$ cat src/rtl/dma_mover_pkg.sv
`timescale 1ns/1ps
package dma_mover_pkg;

  typedef enum logic [1:0] {
    XFER_M2M  = 2'd0,
    XFER_P2M  = 2'd1,
    XFER_M2P  = 2'd2,
    XFER_RSVD = 2'd3
  } xfer_mode_e;

  typedef enum logic [1:0] {
    SZ_BYTE = 2'd0,
    SZ_HALF = 2'd1,
    SZ_WORD = 2'd2,
    SZ_RSVD = 2'd3
  } xfer_size_e;

  // bit 0 = en ... bit 7 = irq_en
  typedef struct packed {
    logic       irq_en;
    logic       dst_hold;
    logic       src_hold;
    xfer_size_e size;
    xfer_mode_e mode;
    logic       en;
  } chan_cfg_t;

  typedef enum logic [1:0] {
    ENG_IDLE  = 2'd0,
    ENG_READ  = 2'd1,
    ENG_WRITE = 2'd2
  } eng_state_e;

  localparam logic [2:0] SEL_CTRL = 3'd0;
  localparam logic [2:0] SEL_SRC  = 3'd1;
  localparam logic [2:0] SEL_DST  = 3'd2;
  localparam logic [2:0] SEL_CNT  = 3'd3;
  localparam logic [2:0] SEL_STAT = 3'd4;

  function automatic logic [2:0] size_step(xfer_size_e s);
    case (s)
      SZ_BYTE: return 3'd1;
      SZ_HALF: return 3'd2;
      default: return 3'd4;
    endcase
  endfunction

  function automatic logic [31:0] size_mask(xfer_size_e s);
    case (s)
      SZ_BYTE: return 32'h0000_00ff;
      SZ_HALF: return 32'h0000_ffff;
      default: return 32'hffff_ffff;
    endcase
  endfunction

  function automatic logic needs_req(xfer_mode_e m);
    return (m == XFER_P2M) || (m == XFER_M2P);
  endfunction

endpackage

$ cat src/rtl/dma_mover_chan.sv
`timescale 1ns/1ps
module dma_mover_chan
  import dma_mover_pkg::*;
#(
  parameter int ADDR_W = 32,
  parameter int CNT_W  = 16
) (
  input  logic              clk_i,
  input  logic              rst_ni,
  input  logic              wr_i,
  input  logic [2:0]        sel_i,
  input  logic [31:0]       wdata_i,
  input  logic              preq_i,
  input  logic              busy_i,
  input  logic              cap_i,
  input  logic [31:0]       rdata_i,
  input  logic              beat_done_i,
  output chan_cfg_t         cfg_o,
  output logic [ADDR_W-1:0] src_o,
  output logic [ADDR_W-1:0] dst_o,
  output logic [31:0]       buf_o,
  output logic              done_o,
  output logic              elig_o,
  output logic [31:0]       rd_o
);

  chan_cfg_t         cfg_q;
  logic [ADDR_W-1:0] src_q, dst_q, src_step, dst_step;
  logic [CNT_W-1:0]  cnt_q;
  logic [31:0]       buf_q;
  logic              done_q;

  assign src_step = cfg_q.src_hold ? '0 : ADDR_W'(size_step(cfg_q.size));
  assign dst_step = cfg_q.dst_hold ? '0 : ADDR_W'(size_step(cfg_q.size));

  always_ff @(posedge clk_i or negedge rst_ni) begin
    if (!rst_ni) begin
      cfg_q  <= '0;
      src_q  <= '0;
      dst_q  <= '0;
      cnt_q  <= '0;
      buf_q  <= '0;
      done_q <= 1'b0;
    end else begin
      if (wr_i) begin
        case (sel_i)
          SEL_CTRL: cfg_q <= chan_cfg_t'(wdata_i[7:0]);
          SEL_SRC:  src_q <= wdata_i[ADDR_W-1:0];
          SEL_DST:  dst_q <= wdata_i[ADDR_W-1:0];
          SEL_CNT:  cnt_q <= wdata_i[CNT_W-1:0];
          SEL_STAT: if (wdata_i[0]) done_q <= 1'b0;
          default:  ;
        endcase
      end
      if (cap_i) buf_q <= rdata_i & size_mask(cfg_q.size);
      if (beat_done_i) begin
        src_q <= src_q + src_step;
        dst_q <= dst_q + dst_step;
        cnt_q <= cnt_q - CNT_W'(1);
      end
      // completion: idle, enabled, nothing left
      if (cfg_q.en && (cnt_q == '0) && !busy_i) begin
        done_q    <= 1'b1;
        cfg_q.en  <= 1'b0;
      end
    end
  end

  assign elig_o = cfg_q.en && (cnt_q != '0) && (!needs_req(cfg_q.mode) || preq_i);

  always_comb begin
    case (sel_i)
      SEL_CTRL: rd_o = {24'h0, cfg_q};
      SEL_SRC:  rd_o = 32'(src_q);
      SEL_DST:  rd_o = 32'(dst_q);
      SEL_CNT:  rd_o = 32'(cnt_q);
      SEL_STAT: rd_o = {31'h0, done_q};
      default:  rd_o = '0;
    endcase
  end

  assign cfg_o  = cfg_q;
  assign src_o  = src_q;
  assign dst_o  = dst_q;
  assign buf_o  = buf_q;
  assign done_o = done_q;

endmodule

$ cat src/rtl/dma_mover_arb.sv
`timescale 1ns/1ps
module dma_mover_arb #(
  parameter int NUM_CH = 9,
  parameter int IDX_W  = 4
) (
  input  logic [NUM_CH-1:0] req_i,
  output logic [IDX_W-1:0]  idx_o,
  output logic              any_o
);

  // lowest index wins
  always_comb begin
    idx_o = '0;
    for (int i = NUM_CH - 1; i >= 0; i--) begin
      if (req_i[i]) idx_o = IDX_W'(i);
    end
  end

  assign any_o = |req_i;

endmodule

$ cat src/rtl/dma_mover_eng.sv
`timescale 1ns/1ps
module dma_mover_eng
  import dma_mover_pkg::*;
#(
  parameter int ADDR_W = 32,
  parameter int IDX_W  = 4
) (
  input  logic              clk_i,
  input  logic              rst_ni,
  input  logic              any_i,
  input  logic [IDX_W-1:0]  idx_i,
  input  logic [ADDR_W-1:0] src_i,
  input  logic [ADDR_W-1:0] dst_i,
  input  logic [31:0]       data_i,
  input  xfer_size_e        size_i,
  input  logic              bus_ack_i,
  output logic [IDX_W-1:0]  cur_o,
  output logic              busy_o,
  output logic              cap_o,
  output logic              beat_done_o,
  output logic              bus_req_o,
  output logic              bus_we_o,
  output logic [ADDR_W-1:0] bus_addr_o,
  output logic [1:0]        bus_size_o,
  output logic [31:0]       bus_wdata_o
);

  eng_state_e       state_q;
  logic [IDX_W-1:0] cur_q;

  always_ff @(posedge clk_i or negedge rst_ni) begin
    if (!rst_ni) begin
      state_q <= ENG_IDLE;
      cur_q   <= '0;
    end else begin
      case (state_q)
        ENG_IDLE: if (any_i) begin
          cur_q   <= idx_i;
          state_q <= ENG_READ;
        end
        ENG_READ:  if (bus_ack_i) state_q <= ENG_WRITE;
        ENG_WRITE: if (bus_ack_i) state_q <= ENG_IDLE;
        default:   state_q <= ENG_IDLE;
      endcase
    end
  end

  assign busy_o      = (state_q != ENG_IDLE);
  assign bus_req_o   = busy_o;
  assign bus_we_o    = (state_q == ENG_WRITE);
  assign bus_addr_o  = bus_we_o ? dst_i : src_i;
  assign bus_size_o  = size_i;
  assign bus_wdata_o = data_i;
  assign cap_o       = (state_q == ENG_READ) && bus_ack_i;
  assign beat_done_o = (state_q == ENG_WRITE) && bus_ack_i;
  assign cur_o       = cur_q;

endmodule

$ cat src/rtl/dma_mover.sv
`timescale 1ns/1ps
module dma_mover
  import dma_mover_pkg::*;
#(
  parameter int NUM_CH = 9,
  parameter int ADDR_W = 32,
  parameter int CNT_W  = 16,
  localparam int CH_W  = $clog2(NUM_CH),
  localparam int REG_AW = CH_W + 3
) (
  input  logic              clk_i,
  input  logic              rst_ni,
  input  logic              reg_we_i,
  input  logic [REG_AW-1:0] reg_addr_i,
  input  logic [31:0]       reg_wdata_i,
  output logic [31:0]       reg_rdata_o,
  input  logic [NUM_CH-1:0] periph_req_i,
  output logic [NUM_CH-1:0] periph_ack_o,
  output logic [NUM_CH-1:0] irq_o,
  output logic              bus_req_o,
  output logic              bus_we_o,
  output logic [ADDR_W-1:0] bus_addr_o,
  output logic [1:0]        bus_size_o,
  output logic [31:0]       bus_wdata_o,
  input  logic [31:0]       bus_rdata_i,
  input  logic              bus_ack_i
);

  localparam logic [CH_W-1:0] LAST_CH = CH_W'(NUM_CH - 1);

  logic [CH_W-1:0]   reg_ch;
  logic [2:0]        reg_sel;
  chan_cfg_t         cfg_a [NUM_CH];
  logic [ADDR_W-1:0] src_a [NUM_CH];
  logic [ADDR_W-1:0] dst_a [NUM_CH];
  logic [31:0]       buf_a [NUM_CH];
  logic [31:0]       rd_a  [NUM_CH];
  logic [NUM_CH-1:0] elig_v, done_v, en_v;
  logic [CH_W-1:0]   arb_idx, cur_ch;
  logic              arb_any, eng_busy, eng_cap, beat_done;

  assign reg_ch  = reg_addr_i[REG_AW-1:3];
  assign reg_sel = reg_addr_i[2:0];

  for (genvar g = 0; g < NUM_CH; g++) begin : g_ch
    logic is_cur;
    assign is_cur = (cur_ch == CH_W'(g));

    dma_mover_chan #(
      .ADDR_W(ADDR_W),
      .CNT_W (CNT_W)
    ) u_chan (
      .clk_i      (clk_i),
      .rst_ni     (rst_ni),
      .wr_i       (reg_we_i && (reg_ch == CH_W'(g))),
      .sel_i      (reg_sel),
      .wdata_i    (reg_wdata_i),
      .preq_i     (periph_req_i[g]),
      .busy_i     (eng_busy && is_cur),
      .cap_i      (eng_cap && is_cur),
      .rdata_i    (bus_rdata_i),
      .beat_done_i(beat_done && is_cur),
      .cfg_o      (cfg_a[g]),
      .src_o      (src_a[g]),
      .dst_o      (dst_a[g]),
      .buf_o      (buf_a[g]),
      .done_o     (done_v[g]),
      .elig_o     (elig_v[g]),
      .rd_o       (rd_a[g])
    );

    assign en_v[g]         = cfg_a[g].en;
    assign irq_o[g]        = done_v[g] && cfg_a[g].irq_en;
    assign periph_ack_o[g] = beat_done && is_cur && needs_req(cfg_a[g].mode);
  end

  assign reg_rdata_o = (reg_ch <= LAST_CH) ? rd_a[reg_ch] : '0;

  dma_mover_arb #(
    .NUM_CH(NUM_CH),
    .IDX_W (CH_W)
  ) u_arb (
    .req_i(elig_v),
    .idx_o(arb_idx),
    .any_o(arb_any)
  );

  dma_mover_eng #(
    .ADDR_W(ADDR_W),
    .IDX_W (CH_W)
  ) u_eng (
    .clk_i      (clk_i),
    .rst_ni     (rst_ni),
    .any_i      (arb_any),
    .idx_i      (arb_idx),
    .src_i      (src_a[cur_ch]),
    .dst_i      (dst_a[cur_ch]),
    .data_i     (buf_a[cur_ch]),
    .size_i     (cfg_a[cur_ch].size),
    .bus_ack_i  (bus_ack_i),
    .cur_o      (cur_ch),
    .busy_o     (eng_busy),
    .cap_o      (eng_cap),
    .beat_done_o(beat_done),
    .bus_req_o  (bus_req_o),
    .bus_we_o   (bus_we_o),
    .bus_addr_o (bus_addr_o),
    .bus_size_o (bus_size_o),
    .bus_wdata_o(bus_wdata_o)
  );

endmodule

$ cat config.mk
export PLATFORM = sky130hd
export DESIGN_NAME = dma_mover
export DESIGN_NICKNAME = d
export VERILOG_FILES = /design/src/rtl/dma_mover_pkg.sv /design/src/rtl/dma_mover_chan.sv /design/src/rtl/dma_mover_arb.sv /design/src/rtl/dma_mover_eng.sv /design/src/rtl/dma_mover.sv
export SDC_FILE = /design/constraint.sdc
export NUM_CORES = 2
export LEC_CHECK = 0
export BUFFER_PORTS_ARGS = -buffer_cell sky130_fd_sc_hd__clkbuf_2
export CORE_UTILIZATION = 35
export DETAILED_ROUTE_END_ITERATION = 7
export SLEW_MARGIN = 40
export SYNTH_ARGS = -nofsm -noshare
export SYNTH_HDL_FRONTEND = slang
export SYNTH_HIERARCHICAL = 1
export SYNTH_SLANG_ARGS = --single-unit
$ cat constraint.sdc
create_clock -name clk_i -period 2.95 [get_ports clk_i]
set_clock_uncertainty 0.15 [all_clocks]
set_input_delay 0.4425 -clock clk_i [delete_from_list [all_inputs] [get_ports clk_i]]
set_output_delay 0.4425 -clock clk_i [all_outputs]
set_load 0.01 [all_outputs]
==> flow_metrics.tcl <==
set metrics [dict create \
    status "finished with violations" \
    violations "negative setup slack" \
    final_area_um2 106000 \
    port_buffers 201 \
    min_period_ps 3840 \
    grt_first_pass_wirelength_um 613000 \
    hpwl_um 333000 \
    cp_slowest_cell "dfrtp_4" \
    setup_violations 180 \
    fmax_mhz 261 \
    drv_slew 0 \
    post_drt_wl_per_cell_um 33.7 \
    grt_pass1_vias 78800 \
    crit_fanout 8 \
    drt_iter0_markers 11900 \
    place_congestion 1.10 \
    track_usage_pct 38.4 \
    async_flop_share_pct 100 \
    drtAntennaViolNets 0 \
    path_class "register to primary output" \
    yosysSeqAreaShare_pct 35.1 \
    hp-class "primary input to register" \
    syn_nets 9016 \
    leakagePower_nw 44.2 \
    drive_gt1_share_pct 34.8 \
    io_pins 202 \
    area_delta_synth_final_pct 36.0 \
    nets 10400 \
    syn_avg_cell_area_um2 8.83 \
    grt_start_max_net_pins 103 \
    p_total_w 0.0927 \
    start_util_pct 35.2 \
    crit_top_cell "buf_12" \
    placed_cell_area_um2 92400 \
    vdd_drop_max_uv 964 \
    worst_pin_slew_ps 962 \
    fillers 20700 \
    cts_sinks 1095 \
    avgViaCountPerCell 6.43 \
    firstDrtPassIters 7 \
    yosysWarnings 6 \
    overflow 0 \
    clock_latency_ps 860 \
    die_h_um 474 \
    powerDensity_nw_per_um2 873 \
    ys_ff_latch 1095 \
    layout.area.seq_um2 27800 \
    cp-start-kind "register" \
    num_vias 86000 \
    cts_tree "done" \
    fin_crit_sh_pct 130 \
    ctsHtreeMaxLevel 4 \
    synth_cell_types 95 \
    synth_common_cells "dfrtp_1, nor2_1, nand2_1" \
    routed_wl_um 451000 \
    netlist_instances 8842 \
    synth_edf_count 0 \
    cts_buffers 142 \
    synth_most_common_cell "dfrtp_1" \
    dieArea_um2 225000 \
    rows 173 \
    die_x_um 474 \
    cts_max_path_buffers 3 \
    setup_ws_ps -886 \
    cts_root_buffer "clkbuf_16" \
    synth_ff_type "dfrtp_1" \
    worstPathCellList "buf_12 -> buf_16 -> buf_12 -> buf_12 -> mux2i_4 -> buf_6 -> a22oi_2 -> a32o_1 -> mux2_4 -> buf_6" \
    synthTopCellsByArea "dfrtp_1, mux2i_1, a22oi_1" \
    arrival_ps 3240 \
    path_clk_slew_ps 50 \
    hold_viol 0 \
    yosys.area.top_type "dfrtp_1" \
    rsz0062_at_grt "yes" \
    cp-end-kind "primary output" \
    yosys.area.top_type_share_pct 35.1 \
    multi_input_area_um2 49800 \
    drc_errors 0 \
    cap_violations 0 \
    core_area_um2 222000 \
    antenna_found_initial 51 \
    syn_area_um2 78100 \
    critical_path_required_ps 2360 \
    relSlewSlack_pct 35.8 \
    max_stage_delay_ps 450 \
]
==> placed cells by master, fill, tap and decap left out, types with 58 or more instances in the layout <==
cell type / synthesis / layout
a211oi_1: 220 / 210
a22oi_2: 0 / 127
clkbuf_2: 4 / 117
dfrtp_1: 1095 / 787
xor2_1: 104 / 104
o221a_2: 80 / 80
nand4_1: 199 / 199
mux2i_1: 602 / 478
mux2i_2: 0 / 63
mux4_2: 59 / 63
o22ai_1: 160 / 153
nand3_1: 459 / 451
buf_4: 53 / 1387
dfrtp_2: 0 / 307
nor2_1: 779 / 687
ha_1: 72 / 71
o21ai_0: 404 / 392
xnor2_1: 81 / 81
nor2_2: 1 / 66
nor2b_1: 192 / 185
a22o_1: 64 / 58
a311oi_1: 71 / 66
nor3_1: 188 / 167
mux2_2: 235 / 205
and2_1: 142 / 114
clkbuf_16: 0 / 162
mux2i_4: 0 / 61
and3_1: 111 / 110
mux2_4: 28 / 58
o211ai_1: 66 / 66
nand2_1: 615 / 598
buf_6: 13 / 154
a32o_1: 99 / 75
a22oi_1: 428 / 301
inv_1: 335 / 328
a21oi_1: 452 / 439
buf_12: 3 / 166
==> layout make-up <==
cell class | count | share of cell area, %
tap | 2975 | 3.51
clock buffer | 199 | 3.87
multi-input combinational | 6718 | 46.9
clock inverter | 60 | 0.848
timing repair buffer | 1980 | 17.5
inverter | 337 | 1.21
sequential | 1095 | 26.2
antenna | 16 | 0.0377
==> per-layer routing <==
| layer | part of all wire (%) | track usage (%) | wire [µm] |
|---|---|---|---|
| met1 | 39 | 51.0 | 176000 |
| met2 | 41 | 54.0 | 184000 |
| met3 | 12 | 10.9 | 55200 |
| met4 | 8.0 | 25.0 | 35900 |
| met5 | 0.041 | 0 | 184 |
==> worst paths after layout <==
check / startpoint / slack (ps) / cells after the start / endpoint
max: u_eng/cur_o[1] / -890 / 10 / bus_addr_o[9]
min: reg_wdata_i[2] / 10 / 4 / g_ch[8].u_chan/cnt_q[2]
max reg2reg: u_eng/cur_o[1] / -280 / 15 / g_ch[8].u_chan/src_o[29]
min reg2reg: g_ch[4].u_chan/buf_o[1] / 360 / 1 / g_ch[4].u_chan/buf_o[1]
max in group asynchronous: rst_ni / 1360 / 3 / g_ch[1].u_chan/src_o[23]
min in group asynchronous: rst_ni / 240 / 3 / g_ch[4].u_chan/buf_o[12]
==> what timing repair did <==
item / 4_1_cts / 5_1_grt
buffers inserted: 171 / 182
pin swaps: 158 / 212
setup endpoints to repair: 152 / 305
hold buffers: 44 / 1
cloned: 19 / 21
endpoints found under the hold margin: 1235 / 1
resized for setup: 811 / 563
==> registers in the layout, indices dropped and copies added (netlist names) <==
| register | flops |
|---|---|
| g_ch.u_chan/cfg_o | 72 |
| g_ch.u_chan/done_o | 9 |
| g_ch.u_chan/src_o | 288 |
| g_ch.u_chan/dst_o | 288 |
| g_ch.u_chan/cnt_q | 144 |
| u_eng/cur_o | 4 |
| u_eng/state_q | 2 |
| g_ch.u_chan/buf_o | 288 |
==> critical path: cells and delay by family (launching register included) <==
family	cells	cell delay [ps]
multiplexers	2	590
AO/OA/AOI/OAI	2	400
buffers and inverters	6	960
flip-flops	1	450
==> cell families after synthesis <==
group | after synthesis | share of synthesized area, %
AOI/OAI and AO/OA | 2433 | 21.7
xor gates and xnor gates | 185 | 2.07
adders and majority gates | 90 | 1.62
buffers and inverters | 1029 | 5.61
DFF | 1095 | 35.1
muxes | 928 | 13.5
and+or+nand+nor | 3082 | 20.4
==> stage by stage <==
stage | hold slack (ps) | setup slack (ps) | util (%) | instances | setup TNS (ps)
3_5_place_dp | 234 | -1000 | 41.6 | 12700 | -37230
2_1_floorplan | -3.09 | 0.967 | - | 8842 | 0
6_report | 9.92 | -886 | 47.8 | 13400 | -70110
5_1_grt | 8.86 | -884 | 47.8 | 13400 | -81380
4_1_cts | 4.77 | -864 | 46.1 | 13200 | -73260
3_3_place_gp | 235 | -1020 | 41.6 | 12700 | -39960
==> power by group <==
group	internal (W)	switching (W)	total [W]	leakage, nW
registers	0.0199	0.00715	0.0270	13.3
clock network	0.0109	0.00797	0.0189	2.45
logic	0.0210	0.0259	0.0468	28.4
Note: power is estimated with default switching activity, not from simulation.
